## src/rtl/sgi_adm_pkg.sv

```systemverilog
package sgi_adm_pkg;

    localparam int GRP_W = 2;
    localparam int ACC_W = 2;

    typedef enum logic [GRP_W-1:0] {
        GRP_0        = 2'd0,
        GRP_1_SEC    = 2'd1,
        GRP_1_NSEC   = 2'd2,
        GRP_1_NSEC_X = 2'd3
    } grp_e;

    typedef struct packed {
        logic             from_ns;
        logic             sec_off;
        grp_e             asked;
        grp_e             cfg;
        logic [ACC_W-1:0] acc;
    } rule_in_t;

    typedef enum logic [1:0] {
        VERD_IDLE   = 2'd0,
        VERD_ACCEPT = 2'd1,
        VERD_DROP   = 2'd2,
        VERD_BAD_ID = 2'd3
    } verdict_e;

    // Code 3 is an alias of non-secure group 1.
    function automatic grp_e grp_norm(input grp_e g);
        return (g == GRP_1_NSEC_X) ? GRP_1_NSEC : g;
    endfunction

    // Secure group 1 asked of a group 0 interrupt becomes group 0.
    function automatic grp_e grp_demote(input grp_e asked, input grp_e cfg);
        if (cfg == GRP_0 && asked == GRP_1_SEC)
            return GRP_0;
        return asked;
    endfunction

    // Minimum access level a non-secure sender needs, per configured group.
    function automatic logic ns_permits(input grp_e cfg, input logic [ACC_W-1:0] acc);
        case (cfg)
            GRP_0:     return acc >= ACC_W'(1);
            GRP_1_SEC: return acc >= ACC_W'(2);
            default:   return 1'b1;
        endcase
    endfunction

endpackage

```

## src/rtl/sgi_id_decode.sv

```systemverilog
module sgi_id_decode #(
    parameter int NUM_INT = 16,
    parameter int ID_W    = 5,
    localparam int SEL_W  = $clog2(NUM_INT)
) (
    input  logic [ID_W-1:0]    id_i,
    output logic               in_range_o,
    output logic [SEL_W-1:0]   idx_o,
    output logic [NUM_INT-1:0] onehot_o
);

    assign in_range_o = (id_i < ID_W'(NUM_INT));
    assign idx_o      = id_i[SEL_W-1:0];

    for (genvar i = 0; i < NUM_INT; i++) begin : g_hot
        assign onehot_o[i] = in_range_o && (id_i == ID_W'(i));
    end

endmodule

```

## src/rtl/sgi_cfg_select.sv

```systemverilog
module sgi_cfg_select
    import sgi_adm_pkg::*;
#(
    parameter int NUM_INT = 16,
    localparam int SEL_W  = $clog2(NUM_INT)
) (
    input  logic [NUM_INT*GRP_W-1:0] grp_cfg_i,
    input  logic [NUM_INT*ACC_W-1:0] acc_cfg_i,
    input  logic [SEL_W-1:0]         idx_i,
    output grp_e                     grp_o,
    output logic [ACC_W-1:0]         acc_o
);

    logic [GRP_W-1:0] grp_arr [NUM_INT];
    logic [ACC_W-1:0] acc_arr [NUM_INT];

    for (genvar i = 0; i < NUM_INT; i++) begin : g_unpack
        assign grp_arr[i] = grp_cfg_i[i*GRP_W +: GRP_W];
        assign acc_arr[i] = acc_cfg_i[i*ACC_W +: ACC_W];
    end

    always_comb begin
        grp_o = grp_e'(grp_arr[idx_i]);
        acc_o = acc_arr[idx_i];
    end

endmodule

```

## src/rtl/sgi_rule_eval.sv

```systemverilog
module sgi_rule_eval
    import sgi_adm_pkg::*;
(
    input  rule_in_t rule_i,
    output logic     accept_o
);

    grp_e cfg_n;
    grp_e asked_n;
    grp_e eff;

    always_comb begin
        cfg_n   = grp_norm(rule_i.cfg);
        asked_n = grp_norm(rule_i.asked);
        eff     = grp_demote(asked_n, cfg_n);
        if (eff == GRP_0 && cfg_n != GRP_0)
            accept_o = 1'b0;
        else if (rule_i.from_ns && !rule_i.sec_off && !ns_permits(cfg_n, rule_i.acc))
            accept_o = 1'b0;
        else
            accept_o = 1'b1;
    end

endmodule

```

## src/rtl/sgi_admit_filter.sv

```systemverilog
module sgi_admit_filter
    import sgi_adm_pkg::*;
#(
    parameter int NUM_INT = 16,
    parameter int ID_W    = 5
) (
    input  logic                     clk,
    input  logic                     rst,
    input  logic                     req_valid_i,
    output logic                     req_ready_o,
    input  logic [ID_W-1:0]          req_id_i,
    input  logic [1:0]               req_grp_i,
    input  logic                     req_ns_i,
    input  logic                     sec_off_i,
    input  logic [NUM_INT*GRP_W-1:0] grp_cfg_i,
    input  logic [NUM_INT*ACC_W-1:0] acc_cfg_i,
    output logic [NUM_INT-1:0]       set_pend_o,
    output logic                     rescan_o,
    output logic                     bad_id_o
);

    localparam int SEL_W = $clog2(NUM_INT);

    logic               in_range;
    logic [SEL_W-1:0]   idx;
    logic [NUM_INT-1:0] onehot;
    grp_e               cfg_grp;
    logic [ACC_W-1:0]   cfg_acc;
    rule_in_t           rule;
    logic               accept;
    verdict_e           verdict;

    logic [NUM_INT-1:0] set_q;
    logic               rescan_q;
    logic               bad_q;

    assign req_ready_o = 1'b1;

    sgi_id_decode #(.NUM_INT(NUM_INT), .ID_W(ID_W)) u_dec (
        .id_i       (req_id_i),
        .in_range_o (in_range),
        .idx_o      (idx),
        .onehot_o   (onehot)
    );

    sgi_cfg_select #(.NUM_INT(NUM_INT)) u_sel (
        .grp_cfg_i (grp_cfg_i),
        .acc_cfg_i (acc_cfg_i),
        .idx_i     (idx),
        .grp_o     (cfg_grp),
        .acc_o     (cfg_acc)
    );

    always_comb begin
        rule.from_ns = req_ns_i;
        rule.sec_off = sec_off_i;
        rule.asked   = grp_e'(req_grp_i);
        rule.cfg     = cfg_grp;
        rule.acc     = cfg_acc;
    end

    sgi_rule_eval u_rule (
        .rule_i   (rule),
        .accept_o (accept)
    );

    always_comb begin
        if (!req_valid_i)
            verdict = VERD_IDLE;
        else if (!in_range)
            verdict = VERD_BAD_ID;
        else if (accept)
            verdict = VERD_ACCEPT;
        else
            verdict = VERD_DROP;
    end

    always_ff @(posedge clk) begin
        if (rst) begin
            set_q    <= '0;
            rescan_q <= 1'b0;
            bad_q    <= 1'b0;
        end else begin
            set_q    <= (verdict == VERD_ACCEPT) ? onehot : '0;
            rescan_q <= (verdict == VERD_ACCEPT);
            bad_q    <= (verdict == VERD_BAD_ID);
        end
    end

    assign set_pend_o = set_q;
    assign rescan_o   = rescan_q;
    assign bad_id_o   = bad_q;

endmodule

```

## config.mk

```make
export PLATFORM = sky130hd
export DESIGN_NAME = sgi_admit_filter
export DESIGN_NICKNAME = d
export VERILOG_FILES = /design/src/rtl/sgi_adm_pkg.sv /design/src/rtl/sgi_id_decode.sv /design/src/rtl/sgi_cfg_select.sv /design/src/rtl/sgi_rule_eval.sv /design/src/rtl/sgi_admit_filter.sv
export SDC_FILE = /design/constraint.sdc
export NUM_CORES = 1
export LEC_CHECK = 0
export BUFFER_PORTS_ARGS = -buffer_cell sky130_fd_sc_hd__buf_2
export CORE_UTILIZATION = 40
export DETAILED_ROUTE_END_ITERATION = 8
export PLACE_DENSITY_LB_ADDON = 0.2
export SLEW_MARGIN = 5
export SYNTH_ARGS = -nofsm -noshare
export SYNTH_HDL_FRONTEND = slang
export SYNTH_SLANG_ARGS = --single-unit
```

## constraint.sdc

```tcl
create_clock -name clk -period 3 [get_ports clk]
set_clock_uncertainty 0.05 [all_clocks]
set_input_delay 0.6 -clock clk [delete_from_list [all_inputs] [get_ports clk]]
set_output_delay 0.6 -clock clk [all_outputs]
set_load 0.05 [all_outputs]
```

==> results of run 1 <==
-- path summary, 6_finish.rpt --
kind	start	end	slack, ns	cells past startpoint
max	req_id_i[0]	set_pend_o[4]	0.42	7
min	req_valid_i	bad_id_o	0.52	2
-- sequential cells by signal (all words and copies together), names as in the netlist --
signal / count
bad_id_o: 1
rescan_o: 1
set_pend_o: 16
-- cells in the mapped netlist --
| library cell | count | area [um^2] |
|---|---|---|
| dfxtp_1 | 18 | 360 |
| nand2_1 | 17 | 63.8 |
| mux4_1 | 10 | 263 |
| nor4_2 | 8 | 100 |
| nor4_1 | 7 | 43.8 |
| mux4_2 | 5 | 113 |
| buf_1 | 4 | 15.0 |
| a22oi_1 | 3 | 22.5 |
| buf_6 | 3 | 33.8 |
| nand3_1 | 3 | 15.0 |
| nor2_1 | 3 | 11.3 |
| a22o_1 | 2 | 17.5 |
| buf_2 | 2 | 10.0 |
| clkbuf_1 | 2 | 7.51 |
| inv_1 | 2 | 7.51 |
| mux2_2 | 2 | 22.5 |
| nor2b_1 | 2 | 12.5 |
| nor3_1 | 2 | 10.0 |
| nor3b_1 | 2 | 15.0 |
| a2111oi_4 | 1 | 27.5 |
| a22oi_2 | 1 | 12.5 |
| a311oi_1 | 1 | 8.76 |
| a32o_1 | 1 | 10.0 |
| and2_1 | 1 | 6.26 |
| and3b_1 | 1 | 8.76 |
| buf_4 | 1 | 7.51 |
| buf_8 | 1 | 15.0 |
| conb_1 | 1 | 3.75 |
| nand2_2 | 1 | 6.26 |
| nor3_2 | 1 | 10.0 |
| nor4_4 | 1 | 21.3 |
| o31a_1 | 1 | 8.76 |
| or3b_2 | 1 | 8.76 |
-- cell families after synthesis --
family,Yosys count,synth area share (%)
AOI/OAI and AO/OA,10,8.29
buffers and inverters,15,7.42
DFF,18,27.7
muxes,17,30.6
other,1,0.289
and+or+nand+nor,50,25.6
-- power breakdown --
part / leakage, nW / switching (W) / total, W / internal, W
Clock: 0.0210 / 0.0000649 / 0.000139 / 0.0000739
Combinational: 0.646 / 0.0000788 / 0.000168 / 0.0000892
Sequential: 0.145 / 0.000000309 / 0.000241 / 0.000240
-- metal layers --
| metal | share of wire (%) | global-route usage (%) | vias up | wire [um] |
|---|---|---|---|---|
| met5 | 0 | 0 | - | 0 |
| met4 | 1.1 | 10.5 | 0 | 34 |
| met3 | 6.2 | 1.53 | 4 | 187 |
| met2 | 58 | 36.0 | 62 | 1740 |
| met1 | 35 | 16.4 | 578 | 1050 |
| li1 | - | - | 611 | - |
-- cell type report --
class,count,area (um^2)
fillers,268,1270
multi-input cells,78,842
repair buffers,95,505
flip-flops and latches,18,360
well taps,44,55.1
clock buffers,4,36.3
inverters,2,7.51
-- stage by stage --
stage,worst slack [ns],hold WS (ns),area [um^2]
finish,0.421,0.515,1810
global route,0.262,0.530,1810
CTS,0.404,0.512,1810
detailed placement,0.104,0.809,1770
global placement,0.148,0.803,1770
floorplan,0.335,0.706,1300
==> out/qor.yml, run 1 <==
outcome:
  outcome: "finished, final reports clean"
floorplanning:
  coreArea_um2: 3080
  initial_core_util_pct: 42.2
  io_pins: 95
  die_h_um: 59.0
  fp.dieW_um: 59.0
  die-area_um2: 3480
  num_rows: 20
final_layout:
  syn2layout_area_growth_pct: 39.1
  final_common_cell: "buf_2"
  final_layout_size_suffix_gt1_share_pct: 60.9
  utilization_pct: 58.7
  mostFrequentLayoutCells: "buf_2 (93), dfxtp_1 (18), nand2_1 (17)"
  stdcell_count: 241
  antenna_cells: 0
  nets: 274
routing:
  drc_errors: 0
  post_drt_wl_per_cell_um: 12.5
  ant_nets: 0
  vias_per_cell: 5.21
  drt_iter0_markers: 19
  drtPass1Iterations: 4
  routed-via-count: 1255
  wl_um: 3000
sta:
  fmax_mhz: 388
  final_max_slew_viol_count: 0
  setup_tns_ns: 0
  finalSetupViolations: 0
  fin_crit_sh_pct: 86.0
  hold_violations: 0
  max_slew_margin_pct: 58.7
  period_minus_slack_ns: 2.58
  rsz0062_at_grt: "false"
  worst_pin_slew_ns: 0.618
clocking:
  cts_buffers: 3
  post-cts-setup-buffers: 0
  cts_tree: "yes"
  clkSlewWorstSetupHoldPaths_ns: 0.09
  post_cts_resize_count: 0
  cts_max_path_buffers: 2
  postCtsHoldBufs: 0
  cts_sinks: 18
  h-tree-depth: 1
  root_buffer: "clkbuf_4"
critical_path:
  slowest_delay_ns: 0.65
  crit_arrival_ns: 2.68
  end_kind: "register"
  cp.required_ns: 3.10
  start_kind: "input pin"
  crit_family: "multiplexers"
  critical_path.slowest_cell: "mux4_1"
  path_max_fanout: 21
  crit_path_cell_trace: "buf_2, mux4_1, a22oi_1, nand2_1, a2111oi_4, buf_12, nor4_1"
  crit_type: "input pin to register"
  worstPathBufferInverterCount: 2
grt:
  grt_pass1_vias: 1143
  grt_max_degree: 22
  grt_overflow_total: 0
  grt_antenna_before_repair: 0
  grt_pass1_wl_um: 4570
  track_usage_pct: 17.6
synth:
  syn_avg_cell_area_um2: 11.7
  synth_seq_cells: 18
  yosysWarningCount: 0
  synth-seq-area-share_pct: 27.7
  yosysUniqueCellTypes: 33
  syn_nets: 187
  synthCells: 111
  synth_area_um2: 1300
power_and_ir_drop:
  power.density_nw_per_um2: 303
  leakage_nw: 0.812
  irDropWorstVdd_mv: 0.141
  total_power_w: 0.000548
placed_design:
  globalplace.congestion: 0.788
  io_buffers: 93
  dp_hpwl_um: 2560
  dpl.cell_count: 237
run:
  drv_cap: 0
min_path:
  min_path_type: "input pin to register"
Note: power is estimated with default switching activity, not from simulation.
==> run 2: changes to the inputs <==
--- a/config.mk
+++ b/config.mk
@@ -8,6 +8,7 @@
 export BUFFER_PORTS_ARGS = -buffer_cell sky130_fd_sc_hd__buf_2
 export CORE_UTILIZATION = 40
 export DETAILED_ROUTE_END_ITERATION = 8
+export GPL_TIMING_DRIVEN = 0
 export PLACE_DENSITY_LB_ADDON = 0.2
 export SLEW_MARGIN = 5
 export SYNTH_ARGS = -nofsm -noshare
==> constraint.sdc (replaced) <==
create_clock -name clk -period 2.7 [get_ports clk]
set_clock_uncertainty 0.05 [all_clocks]
set_input_delay 0.54 -clock clk [delete_from_list [all_inputs] [get_ports clk]]
set_output_delay 0.54 -clock clk [all_outputs]
set_load 0.05 [all_outputs]
==> run 2 against run 1 <==
Compared with the run above: design area increased by 2.5%; core utilization increased by 1.5 points; worst setup slack got worse by 0.25 ns; total power increased by 13%; via count increased by 2.9%; cell count increased by 4.1%; wire length increased by 2.6%; sequential power increased by 11%; sequential cell count unchanged; clock power increased by 15%; non-clock buffer count increased by 10; global-route usage increased by 0.48 points; largest cell class unchanged.
==> out/qor.yml, run 2 (synthesized netlist as in run 1, its figures left out) <==
outcome:
  outcome: "finished, final reports clean"
critical_path:
  path_max_fanout: 10
  cp.required_ns: 2.81
  start_kind: "input pin"
  crit_type: "input pin to register"
  crit_arrival_ns: 2.64
  end_kind: "register"
  critPathLaunch: "req_id_i[0]"
  cp-endpoint: "set_pend_o[11]"
floorplanning:
  die_h_um: 59.0
  initial_core_util_pct: 42.2
  die-area_um2: 3480
  coreArea_um2: 3080
  fp.dieW_um: 59.0
  num_rows: 20
  io_pins: 95
routing:
  routed-via-count: 1292
  wl_met1_um: 1080
  met2_length_um: 1720
  wl_um: 3080
  post_drt_wl_per_cell_um: 12.3
  ant_nets: 0
  drc_errors: 0
  drtPass1Iterations: 4
  drt_iter0_markers: 16
  vias_per_cell: 5.15
  dr_wl_met3_um: 193
  top_layer_used: "met4"
final_layout:
  largest_register_ffs: 16
  stdcell_count: 251
  final_layout_size_suffix_gt1_share_pct: 60.4
  syn2layout_area_growth_pct: 42.6
  nets: 284
  mostFrequentLayoutCells: "buf_2 (94), dfxtp_1 (18), nand2_1 (17)"
  final_common_cell: "buf_2"
  antenna_cells: 0
  post-route-cell-area_um2: 1850
placed_design:
  placed_area_um2: 1810
  dp_hpwl_um: 2640
  dp_worst_setup_slack_ns: -0.218
  io_buffers: 92
  dpl.cell_count: 247
  globalplace.congestion: 0.784
clocking:
  cts_tree: "yes"
  h-tree-depth: 1
  cts_buffers: 3
  cts_max_path_buffers: 2
  cts_sinks: 18
  root_buffer: "clkbuf_4"
  clkSlewWorstSetupHoldPaths_ns: 0.09
  postCtsHoldBufs: 0
sta:
  setup_ws_ns: 0.170
  period_minus_slack_ns: 2.53
  worst_pin_slew_ns: 0.701
  fin_crit_sh_pct: 93.7
  hold_violations: 0
  finalSetupViolations: 0
  final_max_slew_viol_count: 0
  fmax_mhz: 395
  max_slew_margin_pct: 53.3
  rsz0062_at_grt: "false"
  setup_tns_ns: 0
min_path:
  min_path_type: "input pin to register"
  hp-start: "req_valid_i"
grt:
  grt_overflow_total: 0
  grt_max_degree: 11
  grt_antenna_before_repair: 0
  grt_pass1_wl_um: 4760
  grt_pass1_vias: 1177
  track_usage_pct: 18.1
run:
  drv_cap: 0
power_and_ir_drop:
  irDropWorstVdd_mv: 0.115
  leakage_nw: 0.839
  power.density_nw_per_um2: 335
## run 2: critical path, cell delays in order
cell and delay (ns):
buf_2 0.12, buf_2 0.24, mux4_1 0.59, a32o_1 0.25, a2111oi_4 0.57, buf_6 0.25
nor4_2 0.06
## run 2: how the worst min path moves through the flow
stage,to,slack (ns),cells after the start
after floorplan,bad_id_o,0.65,1
after global placement,bad_id_o,0.74,2
after detailed placement,bad_id_o,0.75,2
after CTS,bad_id_o,0.45,2
after global routing,bad_id_o,0.46,2
final,bad_id_o,0.45,2
## run 2: timing repair
action / CTS / global route
setup buffers: 0 / 0
endpoints found under the setup margin: 0 / 10
resized for setup: 0 / 1
## run 2: through the flow
stage | power [W] | util, % | hold slack (ns)
CTS | 0.000621 | 60.1 | 0.454
detailed placement | 0.000467 | 58.9 | 0.751
floorplan | 0.000396 | - | 0.646
global route | 0.000645 | 60.2 | 0.458
global placement | 0.000462 | 58.9 | 0.743
finish | 0.000621 | 60.2 | 0.447
## run 2: final cells by class
cell class / count / area (um^2)
Buffer: 13 / 90.1
Clock buffer: 4 / 36.3
Fill cell: 268 / 1230
Inverter: 2 / 7.51
Multi-Input combinational cell: 78 / 842
Sequential cell: 18 / 360
Tap cell: 44 / 55.1
Timing Repair Buffer: 92 / 460
## run 2: where the power goes
part           internal, W  leakage [nW]  switching (W)
Combinational     0.000103         0.673      0.0000894
Sequential        0.000267         0.145    0.000000362
Clock            0.0000822        0.0210      0.0000782
## run 2: metal layers
| metal | global-route usage, % | vias up |
|---|---|---|
| met5 | 0 | - |
| met4 | 7.82 | 0 |
| met3 | 1.75 | 9 |
| met2 | 36.7 | 67 |
| met1 | 18.3 | 582 |
| li1 | - | 634 |
==> run 3: changes to the inputs <==
--- a/config.mk
+++ b/config.mk
@@ -5,8 +5,10 @@
 export SDC_FILE = /design/constraint.sdc
 export NUM_CORES = 1
 export LEC_CHECK = 0
+export ABC_AREA = 1
 export BUFFER_PORTS_ARGS = -buffer_cell sky130_fd_sc_hd__buf_2
-export CORE_UTILIZATION = 40
+export CORE_MARGIN = 2
+export CORE_UTILIZATION = 41
 export DETAILED_ROUTE_END_ITERATION = 8
 export GPL_TIMING_DRIVEN = 0
 export PLACE_DENSITY_LB_ADDON = 0.2
==> run 3 against run 2 <==
Compared with the run above: wire length grew 17%; non-clock buffer count shrank 3; design area grew 0.68%; core utilization grew 0.90 points; first-iteration DRC count grew to 3.8 times the previous value; synthesized cell count grew 120%; worst hold slack lost 0.093 ns; synthesized area grew 1.1%; total power grew 0.27%; clock-buffer cell count is the same; worst setup slack gained 0.67 ns; critical path type unchanged.
==> out/qor.yml, run 3 <==
final_layout:
  largest_register_ffs: 16
  final_layout_size_suffix_gt1_share_pct: 34.5
  antenna_cells: 0
  fillers: 344
  mostFrequentLayoutCells: "nand2_1 (151), buf_2 (95), nor2_1 (20)"
  nets: 416
  syn2layout_area_growth_pct: 42.0
  final_common_cell: "nand2_1"
  multiInputGateArea_um2: 830
  seq_area_um2: 360
synth:
  yosysUniqueCellTypes: 20
  yosysMostFrequentCell: "nand2_1"
  synth_area_um2: 1310
  synth_common_cells: "nand2_1 (151), nor2_1 (20), dfxtp_1 (18)"
  synth-seq-area-share_pct: 27.5
  yosysWarningCount: 0
  syn_nets: 319
  synth_top_area_share_pct: 43.2
  synth_area_leaders: "nand2_1 (43%), dfxtp_1 (27%), nor2_1 (5.7%)"
  synth_seq_cells: 18
  synth_edf_count: 0
  yosys_most_used_dff: "dfxtp_1"
  yosysTopAreaCell: "nand2_1"
  syn_avg_cell_area_um2: 5.40
  synthCells: 243
  ys_async_sr_fraction_pct: 0
floorplanning:
  die-area_um2: 3670
  die_h_um: 60.6
  initial_core_util_pct: 43.0
  num_rows: 20
  fp.dieW_um: 60.6
  coreArea_um2: 3050
  io_pins: 95
routing:
  drc_errors: 0
  vias_per_cell: 4.43
  drtPass1Iterations: 4
  post_drt_wl_per_cell_um: 9.44
  ant_nets: 0
  wl_um: 3620
  routed-via-count: 1698
  drt_iter0_markers: 61
min_path:
  hp-start: "rst"
  min_path_type: "input pin to register"
  whs_endpoint: "bad_id_o"
  hold_depth: 2
clocking:
  postCtsHoldBufs: 0
  root_buffer: "clkbuf_4"
  cts_max_path_buffers: 2
  cts_sinks: 18
  h-tree-depth: 1
  cts_tree: "yes"
  post_cts_resize_count: 0
  post-cts-setup-buffers: 0
  clkSlewWorstSetupHoldPaths_ns: 0.09
  cts_buffers: 3
sta:
  finalSetupViolations: 0
  hold_violations: 0
  fin_crit_sh_pct: 69.1
  fmax_mhz: 536
  period_minus_slack_ns: 1.86
  worst_pin_slew_ns: 0.567
  max_slew_margin_pct: 62.1
  final_max_slew_viol_count: 0
  setup_tns_ns: 0
  setup_ws_ns: 0.835
  rsz0062_at_grt: "false"
critical_path:
  end_kind: "register"
  cp.required_ns: 2.89
  path_max_fanout: 10
  crit_arrival_ns: 2.05
  start_kind: "input pin"
  crit_type: "input pin to register"
grt:
  grt_overflow_total: 0
  grt_pass1_vias: 1350
  grt_max_degree: 11
  track_usage_pct: 19.6
  grt_pass1_wl_um: 5580
  grt_antenna_before_repair: 0
placed_design:
  dp_hpwl_um: 2810
  dp_worst_setup_slack_ns: 0.539
  io_buffers: 92
  globalplace.congestion: 0.794
power_and_ir_drop:
  irDropWorstVdd_mv: 0.264
  power.density_nw_per_um2: 334
  leakage_nw: 1.12
outcome:
  outcome: "finished, final reports clean"
run:
  drv_cap: 0
==> run 3: changes by cell type in the layout (fill, tap and decap cells not counted), moves of 3 or more <==
cell and change:
nand2_1 +134, mux4_2 -5, nor2_2 +9, mux4_1 -10, nor4_1 -7, nor4_2 -8, a22oi_1 -3, nor2_1 +17
inv_1 +6, nand3_1 +11, buf_1 -3
==> run 3: worst max-delay path: stages <==
cell     delay (ns)
buf_6          0.12
buf_6          0.14
nor2_1         0.40
nand2_1        0.11
nand4_1        0.12
nand2_1        0.05
nand2_1        0.07
nor2_1         0.04
nand3_1        0.08
nand2_2        0.12
buf_6          0.18
nor2_2         0.08
==> run 3: final cells by class <==
cell class | count | area share (%)
clock buffers | 4 | 1.95
well taps | 44 | 2.95
plain buffers | 10 | 4.43
multi-input cells | 205 | 44.5
flip-flops and latches | 18 | 19.3
repair buffers | 92 | 24.7
inverters | 10 | 2.15
==> run 3: worst max path at each step <==
stage	startpoint	endpoint	slack, ns	cells after the start
final	req_id_i[0]	set_pend_o[11]	0.84	12
after global routing	req_id_i[1]	rescan_o	0.66	12
after CTS	req_id_i[0]	set_pend_o[1]	0.84	12
after detailed placement	req_id_i[1]	rescan_o	0.54	13
after global placement	req_id_i[1]	rescan_o	0.54	13
after floorplan	req_id_i[0]	rescan_o	0.84	13
==> run 3: layer usage <==
layer / up-vias / routed length (um) / track usage (%)
met2: 67 / 1700 / 34.6
met3: 0 / 294 / 4.26
met4: 0 / 0 / 3.11
met5: - / 0 / 0
li1: 927 / - / -
met1: 704 / 1620 / 25.1
==> run 3: report_power, final <==
group          total, W  switching, W  internal [W]
Clock          0.000162     0.0000797     0.0000823
Sequential     0.000268   0.000000359      0.000267
Combinational  0.000193      0.000109     0.0000839
==> run 3: stage by stage <==
step | util (%) | hold slack [ns] | power (W) | instance area, um^2 | cells
final | 61.1 | 0.354 | 0.000622 | 1860 | 383
after detailed placement | 59.9 | 0.669 | 0.000466 | 1830 | 379
after floorplan | - | 0.562 | 0.000389 | 1310 | 243
after CTS | 61.1 | 0.351 | 0.000625 | 1860 | 383
after global placement | 59.9 | 0.663 | 0.000465 | 1830 | 379
after global routing | 61.1 | 0.357 | 0.000661 | 1860 | 383
==> run 3: logic make-up after synthesis <==
kind of cell,after synthesis,share of synthesized area (%)
buffers and inverters,20,9.34
DFF,18,27.5
other,1,0.286
AOI/OAI and AO/OA,6,2.57
and+or+nand+nor,198,60.3
